**config.mk**
```make
export PLATFORM = sky130hd
export DESIGN_NAME = dual_synth_core
export DESIGN_NICKNAME = d
export VERILOG_FILES = /design/src/rtl/dsyn_pkg.sv /design/src/rtl/dsyn_ref_div.sv /design/src/rtl/dsyn_fb_div.sv /design/src/rtl/dsyn_pfd.sv /design/src/rtl/dsyn_lock.sv /design/src/rtl/dsyn_loop.sv /design/src/rtl/dual_synth_core.sv
export SDC_FILE = /design/constraint.sdc
export NUM_CORES = 1
export LEC_CHECK = 0
export BUFFER_PORTS_ARGS = -buffer_cell sky130_fd_sc_hd__clkbuf_2
export CORE_MARGIN = 3
export CORE_UTILIZATION = 25
export CTS_BUF_LIST = sky130_fd_sc_hd__clkbuf_4 sky130_fd_sc_hd__clkbuf_8
export CTS_CLUSTER_DIAMETER = 50
export DETAILED_ROUTE_END_ITERATION = 8
export PLACE_DENSITY = 0.39
export REMOVE_ABC_BUFFERS = 1
export SETUP_SLACK_MARGIN = 0.2
export SLEW_MARGIN = 20
export SYNTH_ARGS = -nofsm -noshare
export SYNTH_HDL_FRONTEND = slang
export SYNTH_HIERARCHICAL = 1
export SYNTH_SLANG_ARGS = --single-unit
```
**constraint.sdc**
```tcl
create_clock -name clk -period 5.2 [get_ports clk]
set_clock_uncertainty 0.15 [all_clocks]
set_input_delay 0.52 -clock clk [delete_from_list [all_inputs] [get_ports clk]]
set_output_delay 0.52 -clock clk [all_outputs]
set_load 0.05 [all_outputs]
```
**src/rtl/dsyn_pkg.sv**
```systemverilog
package dsyn_pkg;
  typedef enum logic {BAND_GSM = 1'b0, BAND_DCS = 1'b1} band_e;
  typedef enum logic {SEL_RF = 1'b0, SEL_IF = 1'b1} cfg_sel_e;
endpackage

```
**src/rtl/dsyn_ref_div.sv**
```systemverilog
module dsyn_ref_div #(
  parameter int DIV = 65
) (
  input  logic clk,
  input  logic hold,
  output logic tick
);
  localparam int CW = $clog2(DIV);
  logic [CW-1:0] cnt;

  assign tick = (cnt == CW'(DIV - 1));

  always_ff @(posedge clk) begin
    if (hold)      cnt <= '0;
    else if (tick) cnt <= '0;
    else           cnt <= cnt + 1'b1;
  end
endmodule

```
**src/rtl/dsyn_fb_div.sv**
```systemverilog
module dsyn_fb_div #(
  parameter int W           = 14,
  parameter bit PRESCALE_EN = 1'b1
) (
  input  logic         clk,
  input  logic         hold,
  input  logic         vco_en,
  input  logic [W-1:0] ratio_shadow,
  input  logic         band_shadow,
  output logic         tick
);
  logic [W-1:0] active;
  logic [W-1:0] cnt;
  logic [W-1:0] term;
  logic         band_act;
  logic         pre;
  logic         adv;

  // ratio 0 behaves as ratio 1
  assign term = (active == '0) ? '0 : active - 1'b1;
  assign adv  = vco_en && (!band_act || pre);
  assign tick = adv && (cnt == term);

  always_ff @(posedge clk) begin
    if (hold) begin
      active   <= ratio_shadow;
      band_act <= band_shadow && PRESCALE_EN;
      cnt      <= '0;
      pre      <= 1'b0;
    end else if (tick) begin
      // cycle complete: only point where the shadow is taken in
      active   <= ratio_shadow;
      band_act <= band_shadow && PRESCALE_EN;
      cnt      <= '0;
      pre      <= 1'b0;
    end else begin
      if (vco_en && band_act) pre <= ~pre;
      if (adv) cnt <= cnt + 1'b1;
    end
  end
endmodule

```
**src/rtl/dsyn_pfd.sv**
```systemverilog
module dsyn_pfd #(
  parameter int RST_DLY = 2
) (
  input  logic clk,
  input  logic hold,
  input  logic ref_tick,
  input  logic fb_tick,
  output logic up,
  output logic dn
);
  localparam int CW = $clog2(RST_DLY) + 1;
  logic [CW-1:0] both_cnt;
  logic          both;
  logic          clear;

  assign both  = up && dn;
  assign clear = both && (both_cnt == CW'(RST_DLY - 1));

  always_ff @(posedge clk) begin
    if (hold) begin
      up       <= 1'b0;
      dn       <= 1'b0;
      both_cnt <= '0;
    end else begin
      up       <= ref_tick || (up && !clear);
      dn       <= fb_tick  || (dn && !clear);
      both_cnt <= (both && !clear) ? both_cnt + 1'b1 : '0;
    end
  end
endmodule

```
**src/rtl/dsyn_lock.sv**
```systemverilog
module dsyn_lock #(
  parameter bit LOCK_EN = 1'b1,
  parameter int THR     = 3,
  parameter int CYCLES  = 16
) (
  input  logic clk,
  input  logic hold,
  input  logic ref_tick,
  input  logic up,
  input  logic dn,
  output logic lock
);
  generate
    if (LOCK_EN) begin : g_lock
      localparam int WCW = $clog2(THR + 2);
      localparam int GCW = $clog2(CYCLES + 1);
      logic [WCW-1:0] width;
      logic [GCW-1:0] good;
      logic           narrow;

      assign narrow = (width <= WCW'(THR));
      assign lock   = (good == GCW'(CYCLES));

      always_ff @(posedge clk) begin
        if (hold) begin
          width <= '0;
          good  <= '0;
        end else if (ref_tick) begin
          width <= '0;
          if (!narrow)    good <= '0;
          else if (!lock) good <= good + 1'b1;
        end else if ((up ^ dn) && narrow) begin
          width <= width + 1'b1;
        end
      end
    end else begin : g_nolock
      assign lock = 1'b0;
    end
  endgenerate
endmodule

```
**src/rtl/dsyn_loop.sv**
```systemverilog
module dsyn_loop #(
  parameter int W           = 14,
  parameter int REF_DIV     = 65,
  parameter bit PRESCALE_EN = 1'b1,
  parameter int RST_DLY     = 2,
  parameter bit LOCK_EN     = 1'b1,
  parameter int LOCK_THR    = 3,
  parameter int LOCK_CYCLES = 16
) (
  input  logic         clk,
  input  logic         rst_n,
  input  logic         on,
  input  logic         vco_en,
  input  logic [W-1:0] ratio_shadow,
  input  logic         band_shadow,
  output logic         up,
  output logic         dn,
  output logic         lock
);
  logic hold;
  logic ref_tick;
  logic fb_tick;

  assign hold = !rst_n || !on;

  dsyn_ref_div #(.DIV(REF_DIV)) u_ref (
    .clk(clk), .hold(hold), .tick(ref_tick)
  );

  dsyn_fb_div #(.W(W), .PRESCALE_EN(PRESCALE_EN)) u_fb (
    .clk(clk), .hold(hold), .vco_en(vco_en),
    .ratio_shadow(ratio_shadow), .band_shadow(band_shadow), .tick(fb_tick)
  );

  dsyn_pfd #(.RST_DLY(RST_DLY)) u_pfd (
    .clk(clk), .hold(hold), .ref_tick(ref_tick), .fb_tick(fb_tick),
    .up(up), .dn(dn)
  );

  dsyn_lock #(.LOCK_EN(LOCK_EN), .THR(LOCK_THR), .CYCLES(LOCK_CYCLES)) u_lock (
    .clk(clk), .hold(hold), .ref_tick(ref_tick), .up(up), .dn(dn), .lock(lock)
  );
endmodule

```
**src/rtl/dual_synth_core.sv**
```systemverilog
module dual_synth_core #(
  parameter int RF_W           = 14,
  parameter int IF_W           = 10,
  parameter int RF_REF_DIV     = 65,
  parameter int IF_REF_DIV     = 13,
  parameter int RF_RESET_RATIO = 65,
  parameter int IF_RESET_RATIO = 13,
  parameter int PFD_RST_DLY    = 2,
  parameter bit LOCK_EN        = 1'b1,
  parameter int LOCK_THR       = 3,
  parameter int LOCK_CYCLES    = 16
) (
  input  logic            clk,
  input  logic            rst_n,
  input  logic            synth_on,
  input  logic            rf_vco_en,
  input  logic            if_vco_en,
  input  logic            cfg_valid,
  output logic            cfg_ready,
  input  logic            cfg_sel,
  input  logic [RF_W-1:0] cfg_word,
  input  logic            cfg_band,
  output logic            rf_up,
  output logic            rf_dn,
  output logic            if_up,
  output logic            if_dn,
  output logic            rf_lock,
  output logic            if_lock
);
  import dsyn_pkg::*;

  logic [RF_W-1:0] rf_shadow;
  logic [IF_W-1:0] if_shadow;
  band_e           band_shadow;
  logic            take;

  assign cfg_ready = rst_n;
  assign take      = cfg_valid && cfg_ready;

  always_ff @(posedge clk) begin
    if (!rst_n) begin
      rf_shadow   <= RF_W'(RF_RESET_RATIO);
      if_shadow   <= IF_W'(IF_RESET_RATIO);
      band_shadow <= BAND_GSM;
    end else if (take) begin
      if (cfg_sel_e'(cfg_sel) == SEL_RF) begin
        rf_shadow   <= cfg_word;
        band_shadow <= band_e'(cfg_band);
      end else begin
        if_shadow   <= cfg_word[IF_W-1:0];
      end
    end
  end

  dsyn_loop #(
    .W(RF_W), .REF_DIV(RF_REF_DIV), .PRESCALE_EN(1'b1), .RST_DLY(PFD_RST_DLY),
    .LOCK_EN(LOCK_EN), .LOCK_THR(LOCK_THR), .LOCK_CYCLES(LOCK_CYCLES)
  ) u_rf (
    .clk(clk), .rst_n(rst_n), .on(synth_on), .vco_en(rf_vco_en),
    .ratio_shadow(rf_shadow), .band_shadow(band_shadow == BAND_DCS),
    .up(rf_up), .dn(rf_dn), .lock(rf_lock)
  );

  dsyn_loop #(
    .W(IF_W), .REF_DIV(IF_REF_DIV), .PRESCALE_EN(1'b0), .RST_DLY(PFD_RST_DLY),
    .LOCK_EN(LOCK_EN), .LOCK_THR(LOCK_THR), .LOCK_CYCLES(LOCK_CYCLES)
  ) u_if (
    .clk(clk), .rst_n(rst_n), .on(synth_on), .vco_en(if_vco_en),
    .ratio_shadow(if_shadow), .band_shadow(1'b0),
    .up(if_up), .dn(if_dn), .lock(if_lock)
  );
endmodule

```
# ---- Word-level counts from Yosys, hierarchy flattened
# Index checks and enable logic that the tools add are counted.
dict set report op_classes {
  n_addsub 12
  n_mul 0
  div 0
  n_lt_le_gt_ge 2
  n_eq_ne 10
  n_shift 0
  mux 12
  bitwise_logic 6
  reduce_logical 42
}
# op count
set ops {}
lappend ops {{$mux 14} 3}
lappend ops {{$mux 10} 3}
lappend ops {{$mux 5} 4}
lappend ops {{$logic_and 1x1->1} 17}
lappend ops {{$add 14x1->14 const B} 1}
lappend ops {{$eq 14x14->1} 1}
lappend ops {{$logic_not 14->1} 1}
lappend ops {{$sub 14x1->14 const B} 1}
lappend ops {{$reduce_or 2->1} 6}
lappend ops {{$add 10x1->10 const B} 1}
lappend ops {{$add 5x1->5 const B} 2}
lappend ops {{$eq 10x10->1} 1}
lappend ops {{$eq 5x5->1 const B} 2}
lappend ops {{$logic_not 10->1} 1}
lappend ops {{$sub 10x1->10 const B} 1}
lappend ops {{$reduce_and 2->1} 4}
lappend ops {{$add 7x1->7 const B} 1}
lappend ops {{$eq 7x7->1 const B} 1}
lappend ops {{$add 3x1->3 const B} 2}
lappend ops {{$le 3x2->1 const B} 2}
lappend ops {{$logic_or 1x1->1} 6}
lappend ops {{$logic_not 1->1} 5}
lappend ops {{$add 2x1->2 const B} 2}
lappend ops {{$add 4x1->4 const B} 1}
lappend ops {{other kinds (7)} 15}
dict set report word_totals {
  register_bits 110
  latchBits 0
  mem_bits_rw 0
  rom_bits 0
  input_bits 22
  elab_cells 105
  mem_count 0
}

# ---- Longest topological paths before layout
# Gate-level depths: netlist of the first run.
dict set report depth {
  word_depth 6
  depth_mapped 13
  ltp_nobuf 10
}

# ---- Cells and area by module
# Netlist of the first run, hierarchy kept.
# module instances cells_per_inst area_per_inst_um2 seq_area_each_um2
set by_module_without_submodules {}
lappend by_module_without_submodules {{dsyn_fb_div (u_rf.u_fb)} 1 192 1875.5 750.7}
lappend by_module_without_submodules {{dsyn_fb_div (u_if.u_fb)} 1 131 1266.2 500.5}
lappend by_module_without_submodules {dual_synth_core 1 105 1011.0 500.5}
lappend by_module_without_submodules {dsyn_lock 2 55 456.7 160.2}
lappend by_module_without_submodules {{dsyn_ref_div (u_rf.u_ref)} 1 35 316.6 140.1}
lappend by_module_without_submodules {dsyn_pfd 2 15 147.6 80.1}
lappend by_module_without_submodules {{dsyn_ref_div (u_if.u_ref)} 1 19 177.7 80.1}
lappend by_module_without_submodules {dsyn_loop 2 1 3.8 0.0}

# ---- Least setup slack after synthesis of the first run
# OpenSTA, ideal clock, no wires.
dict set report synth_path {
  path_kind {register to register}
  startpoint {reg u_rf.u_fb.active[0]}
  endpoint {reg u_rf.u_fb.active[0] (enable)}
  setup_time_ns 0.288
  arrival_time_ns 3.000
  t_required_ns 4.762
  slack_ns 1.761
  stages_incl_launch_ff 12
  period_less_slack_ns 3.439
  path_cell_list {edfxtp_1 -> inv_1 -> ha_1 -> or4b_1 -> buf_2 -> or4_4 -> or3_1 -> a21oi_1 -> a2111oi_0 -> and4_1 -> buf_6 -> or2_2}
}
dict set report synth_via {
  elab_chain_len 5
}
# item line
set synth_lines {}
lappend synth_lines {{from (decl)} dsyn_fb_div.sv:12} ;# logic [W-1:0] active;
lappend synth_lines {{from (signal assigned)} dsyn_fb_div.sv:26} ;# active <= ratio_shadow;
lappend synth_lines {{from (signal assigned)} dsyn_fb_div.sv:32} ;# active <= ratio_shadow;
lappend synth_lines {{$sub 14x1->14 / $logic_not 14->1 (equally long branches)} dsyn_fb_div.sv:20} ;# assign term = (active == '0) ? '0 : active - 1'b1;
lappend synth_lines {{$mux 14 *} dsyn_fb_div.sv:20}
lappend synth_lines {{$eq 14x14->1 *} dsyn_fb_div.sv:22} ;# assign tick = adv && (cnt == term);
lappend synth_lines {{$logic_and 1x1->1 *} dsyn_fb_div.sv:22}
lappend synth_lines {{$reduce_bool 2->1 (no line) *} -}
# Mark *: on every way between the ends. The rest lies on a longest branch, timed or not.
# A chain may end at the register's enable or synchronous reset.

# ---- Worst setup path after layout of the first run
dict set report layout_path {
  startpoint {reg u_rf.u_fb.active[0]}
  endpoint {reg u_rf.u_fb.active[2] (enable)}
}
dict set report layout_via {
  elab_chain_len 5
}
# item line
set layout_lines {}
lappend layout_lines {{$sub 14x1->14 / $logic_not 14->1 (equally long branches)} dsyn_fb_div.sv:20}
lappend layout_lines {{$mux 14 *} dsyn_fb_div.sv:20}
lappend layout_lines {{$eq 14x14->1 *} dsyn_fb_div.sv:22}
lappend layout_lines {{$logic_and 1x1->1 *} dsyn_fb_div.sv:22}
lappend layout_lines {{net u_rf.fb_tick} dsyn_loop.sv:22} ;# logic fb_tick;
lappend layout_lines {{$reduce_bool 2->1 (no line) *} -}
# The timed path passes the listed nets; every way through them passes the cells marked *.

==> impl_metrics.toml, run 1 <==
[grt]
antenna_found_initial = 0
gr-usage-all-layers_pct = 9.97
grt-ovfl-total = 0
grt_pass1_wl_mm = 21.1
grt_pass1_vias = 4217
grt_max_degree = 43

[logic_synthesis]
avgSynthCellArea_um2 = 9.41
synthCells = 623
syn_area_mm2 = 0.00586
yosysWarnings = 6

[clocking]
cts.sinks = 110
cts_setup_buffers = 0
clockBufferDepth = 2
cts_tree = "yes"
htreeDepth = 3
insertion_delay_ns = 0.38
cts.clk_slew.worst_paths_ns = 0.11
cts_hold_buffers = 0
cts-root-buf = "clkbuf_8"
post_cts_resized = 0
numCtsBuffers = 9

[final_layout]
filler_cell_count = 2483
seqCellArea_mm2 = 0.00245
nets = 679
multiInputGateArea_mm2 = 0.00308
drive_gt1_share_pct = 12.3
antenna_cells = 0
area_delta_synth_final_pct = 9.69
stdcell_area_mm2 = 0.00643

[pwr]
power_mw = 1.60
leakagePower_nw = 2.31
ir_worst_vdd_mv = 0.109
powerDensity_mw_per_mm2 = 248

[worst_setup_path]
crit_slowest_cell = "or4b_1"
start_kind = "flop"
path_cells = "inv_1 > ha_1 > or4b_1 > nor4_1 > mux2i_1 > xnor2_1 > a2111oi_0 > and4_1 > or2_2"
slowest_delay_ns = 0.58
crit_arrival_ns = 3.56
crit_fanout = 15
worst_ep_required_time_ns = 5.10
cp-end-kind = "flop"
criticalPathCategory = "flop to flop"

[die]
die_height_um = 159
die_x_um = 159
core_mm2 = 0.0228
dieArea_mm2 = 0.0253
start_util_pct = 25.6
row_count = 55
ios = 29

[drt]
num_vias = 4439
drc = 0
firstDrtPassIters = 4
detail-route-antenna-nets = 0
wl_per_cell_um = 12.9
drt-total-wl_mm = 12.4
first_iter_violations = 262
viasPerCell = 4.64

[placed_design]
portBuffers = 28
gp_congestion = 0.796
dpl.hpwl_mm = 9.02
dp_slack_ns = 1.51
placed_cell_area_mm2 = 0.00623

[timing]
slew_violations = 0
post-route-min-period_ns = 3.66
finalSetupViolations = 0
relSlewSlack_pct = 47.8
rsz0062_at_grt = "false"
hold_viol = 0
clock.fmax_ghz = 0.273
setup_slack_ns = 1.54
fin_crit_sh_pct = 70.4
totalNegativeSetupSlack_ns = 0
worstMarginPinSlew_ns = 0.781

[run]
max_cap_violations = 0

[worst_hold_path]
hold_path.class = "input pin to flop"

[run_status]
status = "complete, no violations"
-- sequential cells by signal (all words and copies together), names as in the netlist, 3 cells and up --
signal / count
u_if/u_fb/cnt: 10
if_shadow: 10
u_if/u_ref/cnt: 4
u_rf/u_lock/g_lock.good: 5
rf_shadow: 14
u_rf/u_ref/cnt: 7
u_rf/u_fb/cnt: 14
u_if/u_lock/g_lock.width: 3
u_rf/u_fb/active: 14
u_if/u_lock/g_lock.good: 5
u_if/u_fb/active: 10
u_rf/u_lock/g_lock.width: 3
-- area by class of cell --
| type | count | area share, % |
|---|---|---|
| multi-input combinational | 448 | 47.9 |
| sequential | 110 | 38.2 |
| tap | 313 | 6.09 |
| timing repair buffer | 32 | 2.65 |
| clock buffer | 11 | 2.36 |
| inverter | 38 | 2.22 |
| clock inverter | 5 | 0.662 |
-- path summary, 6_finish.rpt --
path	from	end	slack, ns	cells after the start
setup / recovery	u_rf/u_fb/active[0]$_DFFE_PP_	u_rf/u_fb/active[2]$_DFFE_PP_	1.54	9
hold / removal	cfg_word[13]	rf_shadow[13]$_SDFFE_PN0P_	0.21	3
setup reg to reg	u_rf/u_fb/active[0]$_DFFE_PP_	u_rf/u_fb/active[2]$_DFFE_PP_	1.54	9
hold reg to reg	u_rf/u_pfd/both_cnt[0]$_SDFF_PP0_	u_rf/u_pfd/both_cnt[0]$_SDFF_PP0_	0.28	1
-- where the power goes --
part	switching (mW)	total (mW)	internal, mW
sequential	0.0318	0.935	0.904
combinational	0.0822	0.144	0.0615
clock	0.311	0.516	0.205
total	0.425	1.60	1.17
-- layout by cell type, fill, tap and decap left out, types with 9 or more instances in the layout --
| cell type | count |
|---|---|
| dfxtp_1 | 85 |
| nand2_1 | 56 |
| nor2_1 | 46 |
| inv_1 | 38 |
| nor3_1 | 36 |
| mux2i_1 | 30 |
| clkbuf_2 | 28 |
| nand3_1 | 26 |
| xor2_1 | 25 |
| edfxtp_1 | 25 |
| xnor2_1 | 24 |
| o21ai_0 | 19 |
| ha_1 | 18 |
| a21oi_1 | 15 |
| clkbuf_8 | 11 |
| nand4_1 | 10 |
| nand3b_1 | 9 |
| nor3_2 | 9 |
-- per-layer routing --
| layer | wire length [µm] | up-vias | GRT usage (%) |
|---|---|---|---|
| li1 | - | 2264 | - |
| met1 | 6180 | 2091 | 13.3 |
| met2 | 5600 | 73 | 16.0 |
| met3 | 379 | 11 | 2.52 |
| met4 | 194 | 0 | 2.87 |
| met5 | 0 | - | 0 |
-- stage by stage --
step / utilization, % / instances / hold WS, ns
global placement: 27.3 / 941 / 0.256
floorplan: - / 596 / 0.249
CTS: 28.1 / 957 / 0.171
global route: 28.1 / 957 / 0.171
finish: 28.1 / 957 / 0.207
detailed placement: 27.3 / 941 / 0.265
-- critical path, delay by kind of cell, from the launching register on --
family                     cells  cell delay, ns
adders and majority gates      1            0.28
xor gates and xnor gates       1            0.08
AOI/OAI and AO/OA              1            0.40
buffers and inverters          1            0.10
and+or+nand+nor                4            1.61
DFF                            1            0.45
muxes                          1            0.26
Note: power is estimated with default switching activity, not from simulation.
==> inputs of run 2 (changes only) <==
Settings changed: ABC_AREA set to 1, PLACE_DENSITY 0.39 to 0.41.
Clock period 5.2 ns to 3.3 ns, I/O delays scaled along.
==> run 2 against run 1 <==
Effect of this change: synthesized cell count is 31% higher; clock-buffer cell count stayed put; area after synthesis is 4.2% higher; cell count is 23% higher; sequential power is 56% higher; sequential cell count stayed put; non-clock buffer count is 8 higher; highest routed layer unchanged.
==> impl_metrics.toml, run 2 <==
[run_status]
status = "complete, no violations"

[clocking]
cts-root-buf = "clkbuf_8"
cts.sinks = 110
clockBufferDepth = 2
insertion_delay_ns = 0.38
cts_tree = "yes"
numCtsBuffers = 9
cts.clk_slew.worst_paths_ns = 0.10
htreeDepth = 3

[timing]
relSlewSlack_pct = 57.1
totalNegativeSetupSlack_ns = 0
fin_crit_sh_pct = 81.8
rsz0062_at_grt = "false"
slew_violations = 0
clock.fmax_ghz = 0.370
finalSetupViolations = 0
post-route-min-period_ns = 2.70
worstMarginPinSlew_ns = 0.638
hold_viol = 0

[pwr]
total_switching_power_mw = 0.664
p_comb_share_pct = 10.0
ir_worst_vdd_mv = 0.170
power_frac_clock_pct = 32.8
leakagePower_nw = 2.96
p_int_mw = 1.88
powerDensity_mw_per_mm2 = 373
p_seq_share_pct = 57.3
power_mw = 2.55
switching_share_pct = 26.1

[placed_design]
dpl.hpwl_mm = 9.71
portBuffers = 28
gp_congestion = 0.767

[worst_hold_path]
hold_path.class = "input pin to flop"

[worst_setup_path]
crit_arrival_ns = 2.82
start_kind = "flop"
criticalPathCategory = "flop to flop"
rrSetupSlack_ns = 0.60
crit_fanout = 17
cp-end-kind = "flop"
worst_ep_required_time_ns = 3.42

[final_layout]
top_regs = "rf_shadow (14), u_rf/u_fb/active (14), u_rf/u_fb/cnt (14)"
final_common_cell = "nand2_1"
final_util_pct = 28.8
final_cell_mix = "nand2_1 (211), nor2_1 (116), inv_1 (97)"
nets = 891
drive_gt1_share_pct = 16.0
area_delta_synth_final_pct = 11.9

[die]
core_mm2 = 0.0238
start_util_pct = 25.7
die_height_um = 162
dieArea_mm2 = 0.0263
ios = 29
row_count = 56
die_x_um = 162

[drt]
num_vias = 4844
drt-total-wl_mm = 12.9
firstDrtPassIters = 4
viasPerCell = 4.12
detail-route-antenna-nets = 0
drc = 0
first_iter_violations = 206
wl_per_cell_um = 10.9

[grt]
grt_pass1_vias = 4493
grt_max_degree = 36
grt_pass1_wl_mm = 21.8
gr-usage-all-layers_pct = 10.2
grt-ovfl-total = 0
antenna_found_initial = 1

[run]
max_cap_violations = 0

[logic_synthesis]
synthCells = 815
yosysWarnings = 6
avgSynthCellArea_um2 = 7.49
syn_area_mm2 = 0.00611
-- run 2: critical path, stage by stage, from the launching register on --
cell	delay, ns
edfxtp_1	0.37
inv_1	0.15
ha_1	0.26
nand2_2	0.10
nor2_4	0.16
nand3_4	0.21
nand3_1	0.17
nand2_1	0.07
nor2_1	0.11
nand3_1	0.08
nor2_1	0.08
nand2_1	0.06
nand2_2	0.36
buf_4	0.24
nor2_2	0.03
-- run 2: repair_timing --
| action | in CTS | in global routing |
|---|---|---|
| hold buffers | 9 | 0 |
| hold endpoints to repair | 9 | 0 |
| setup buffers | 0 | 0 |
| setup endpoints to repair | 0 | 15 |
| gates resized for setup | 0 | 1 |
-- run 2: final timing paths --
| path | to | cells after the start | startpoint |
|---|---|---|---|
| min | rf_shadow[8]$_SDFFE_PN0P_ | 3 | cfg_word[8] |
| max | u_if/u_fb/cnt[6]$_SDFFE_PP0P_ | 14 | u_if/u_fb/active[0]$_DFFE_PP_ |
| min reg2reg | u_rf/u_pfd/both_cnt[0]$_SDFF_PP0_ | 1 | u_rf/u_pfd/both_cnt[0]$_SDFF_PP0_ |
| max reg2reg | u_if/u_fb/cnt[6]$_SDFFE_PP0P_ | 14 | u_if/u_fb/active[0]$_DFFE_PP_ |
-- run 2: final cells by class --
class | instances | area [µm²]
inverters | 111 | 422
multi-input cells | 579 | 3110
well taps | 319 | 399
fillers | 2602 | 16900
flip-flops and latches | 110 | 2450
clock buffers | 11 | 139
repair buffers | 40 | 253
clock inverters | 5 | 58.8
diodes | 1 | 2.50
-- run 2: through the flow --
| stage | hold slack (ns) | instances | setup slack (ns) | instance area (µm²) |
|---|---|---|---|---|
| after global routing | 0.0474 | 1176 | 0.331 | 6840 |
| after detailed placement | 0.265 | 1150 | 0.504 | 6540 |
| final | 0.0513 | 1176 | 0.600 | 6840 |
| after global placement | 0.264 | 1150 | 0.558 | 6540 |
| after floorplan | 0.248 | 800 | 0.889 | 5980 |
| after CTS | 0.0197 | 1175 | 0.491 | 6830 |
-- run 2: power groups by stage --
| stage | clock network, mW | registers [mW] | logic, mW |
|---|---|---|---|
| after CTS | 0.896 | 1.46 | 0.259 |
| after global routing | 0.936 | 1.47 | 0.296 |
| after floorplan | 0 | 1.48 | 0.172 |
| after detailed placement | 0 | 1.49 | 0.249 |
| after global placement | 0 | 1.49 | 0.250 |
| final | 0.835 | 1.46 | 0.254 |
-- run 2: per-layer routing --
metal | share of wire [%] | GRT usage, %
met1 | 53 | 14.2
met2 | 43 | 15.5
met3 | 3.5 | 2.68
met4 | 1.3 | 3.02
met5 | 0 | 0
==> inputs of run 3 (changes only) <==
Clock period 3.3 ns to 2.2 ns, I/O delays scaled along.
==> run 3 against run 2 <==
Effect of this change: the run now ends with setup timing left; sequential power rose by 49%; register-to-register slack lost 0.77 ns; clock-buffer cell count increased by 1; non-clock buffer count grew 67; critical path depth unchanged; via count is 5.2% higher; worst hold slack worse by 0.0065 ns; wire length is 6.4% higher; sequential cell count did not move.
==> impl_metrics.toml, run 3 (synthesis results as in run 2) <==
[die]
ios = 29
row_count = 56
die_x_um = 162
dieArea_mm2 = 0.0263
start_util_pct = 25.7
die_height_um = 162
core_mm2 = 0.0238

[worst_setup_path]
path_cells = "inv_1 > ha_2 > nand2_2 > nor2_4 > nand3_4 > buf_6 > nand3_2 > nand2_2 > nor2_2 > nand2_1 > nor2_1 > nand2_1 > nand2_4 > clkbuf_16"
slowest_delay_ns = 0.40
crit_arrival_ns = 2.33
crit_fanout = 8
start_kind = "flop"
worst_ep_required_time_ns = 2.16
cpLargestDelayFamily = "simple AND/OR/NAND/NOR gates"
cp-end-kind = "flop"
criticalPathCategory = "flop to flop"
critical_path_buf_inv_count = 3
crit_slowest_cell = "edfxtp_1"

[grt]
antenna_found_initial = 1
gr-usage-all-layers_pct = 10.8
grt_max_degree = 25
grt_pass1_vias = 4905
grt_pass1_wl_mm = 23.4
grt-ovfl-total = 0

[timing]
finalSetupViolations = 51
hold_viol = 0
worstMarginPinSlew_ns = 0.551
clock.fmax_ghz = 0.422
relSlewSlack_pct = 62.9
fin_crit_sh_pct = 108
post-route-min-period_ns = 2.37
rsz0062_at_grt = "true"
setup_slack_ns = -0.167
slew_violations = 0

[drt]
num_vias = 5095
firstDrtPassIters = 5
viasPerCell = 4.09
wl_per_cell_um = 11.0
detail-route-antenna-nets = 0
first_iter_violations = 198
drc = 0
drt-total-wl_mm = 13.7

[final_layout]
final_common_cell = "nand2_1"
drive_gt1_share_pct = 25.4
area_delta_synth_final_pct = 26.1
nets = 961
top_regs = "rf_shadow (14), u_rf/u_fb/active (14), u_rf/u_fb/cnt (14)"
filler_cell_count = 2560
final_cell_mix = "nand2_1 (201), nor2_1 (106), inv_1 (94)"

[pwr]
powerDensity_mw_per_mm2 = 544
power_mw = 4.19
ir_worst_vdd_mv = 0.288
leakagePower_nw = 3.41

[clocking]
cts_tree = "yes"
cts.clk_slew.worst_paths_ns = 0.11
htreeDepth = 3
clockBufferDepth = 2
numCtsBuffers = 9
insertion_delay_ns = 0.38
cts.sinks = 110
cts-root-buf = "clkbuf_8"

[run_status]
violations = "setup timing"
status = "finished with violations"

[placed_design]
dp_slack_ns = -0.319
dpl.hpwl_mm = 10.2
portBuffers = 28
gp_congestion = 0.761

[worst_hold_path]
hold_path.class = "input pin to flop"

[run]
max_cap_violations = 0
==> run 3: worst min-delay path, stage by stage <==
cell	delay, ns
clkbuf_2	0.09
nand2_1	0.07
xor2_1	0.07
nor2_2	0.09
==> run 3: final timing paths <==
check / startpoint / depth (start not counted) / slack [ns] / to
worst min register to register: u_if/u_pfd/both_cnt[0]$_SDFF_PP0_ / 1 / 0.28 / u_if/u_pfd/both_cnt[0]$_SDFF_PP0_
worst max register to register: u_if/u_fb/active[1]$_DFFE_PP_ / 14 / -0.17 / u_if/u_fb/active[8]$_DFFE_PP_
worst max-delay path: u_if/u_fb/active[1]$_DFFE_PP_ / 14 / -0.17 / u_if/u_fb/active[8]$_DFFE_PP_
worst min-delay path: rf_vco_en / 4 / 0.04 / u_rf/u_fb/pre$_SDFFE_PP0P_
==> run 3: report_power, final <==
part / switching, mW / internal, mW
logic: 0.309 / 0.259
registers: 0.0463 / 2.13
clock network: 0.716 / 0.724
total: 1.07 / 3.12
==> run 3: layout make-up <==
class / instances / area, µm² / area share, %
Tap cell: 319 / 399 / 5.18
Clock buffer: 12 / 159 / 2.06
Sequential cell: 110 / 2450 / 31.8
Timing Repair Buffer: 107 / 891 / 11.6
Clock inverter: 4 / 77.6 / 1.01
Antenna cell: 1 / 2.50 / 0.0325
Multi-Input combinational cell: 582 / 3300 / 42.8
Inverter: 111 / 422 / 5.48
==> run 3: metrics by stage <==
stage               utilization, %  area [µm²]  hold slack (ns)  cells  setup TNS (ns)
global placement              29.3        6950            0.263   1202           -9.75
floorplan                        -        5980            0.180    800           -5.64
global route                  32.4        7700           0.0524   1246          -13.31
CTS                           31.9        7590          0.00812   1242           -5.31
finish                        32.4        7700           0.0448   1246           -5.67
detailed placement            29.3        6950            0.266   1202          -11.58
==> run 3: repair_timing <==
item | CTS | global route
buffers inserted | 5 | 2
pin swaps | 16 | 6
hold endpoints to repair | 25 | 0
cloned | 4 | 1
gates resized for setup | 31 | 20
hold buffers | 15 | 0
setup endpoints to repair | 52 | 52
==> run 3: layer usage <==
layer	GRT usage, %	routed length, µm
met1	15.1	7210
met2	16.9	5870
met3	1.94	413
met4	3.68	208
met5	0	0
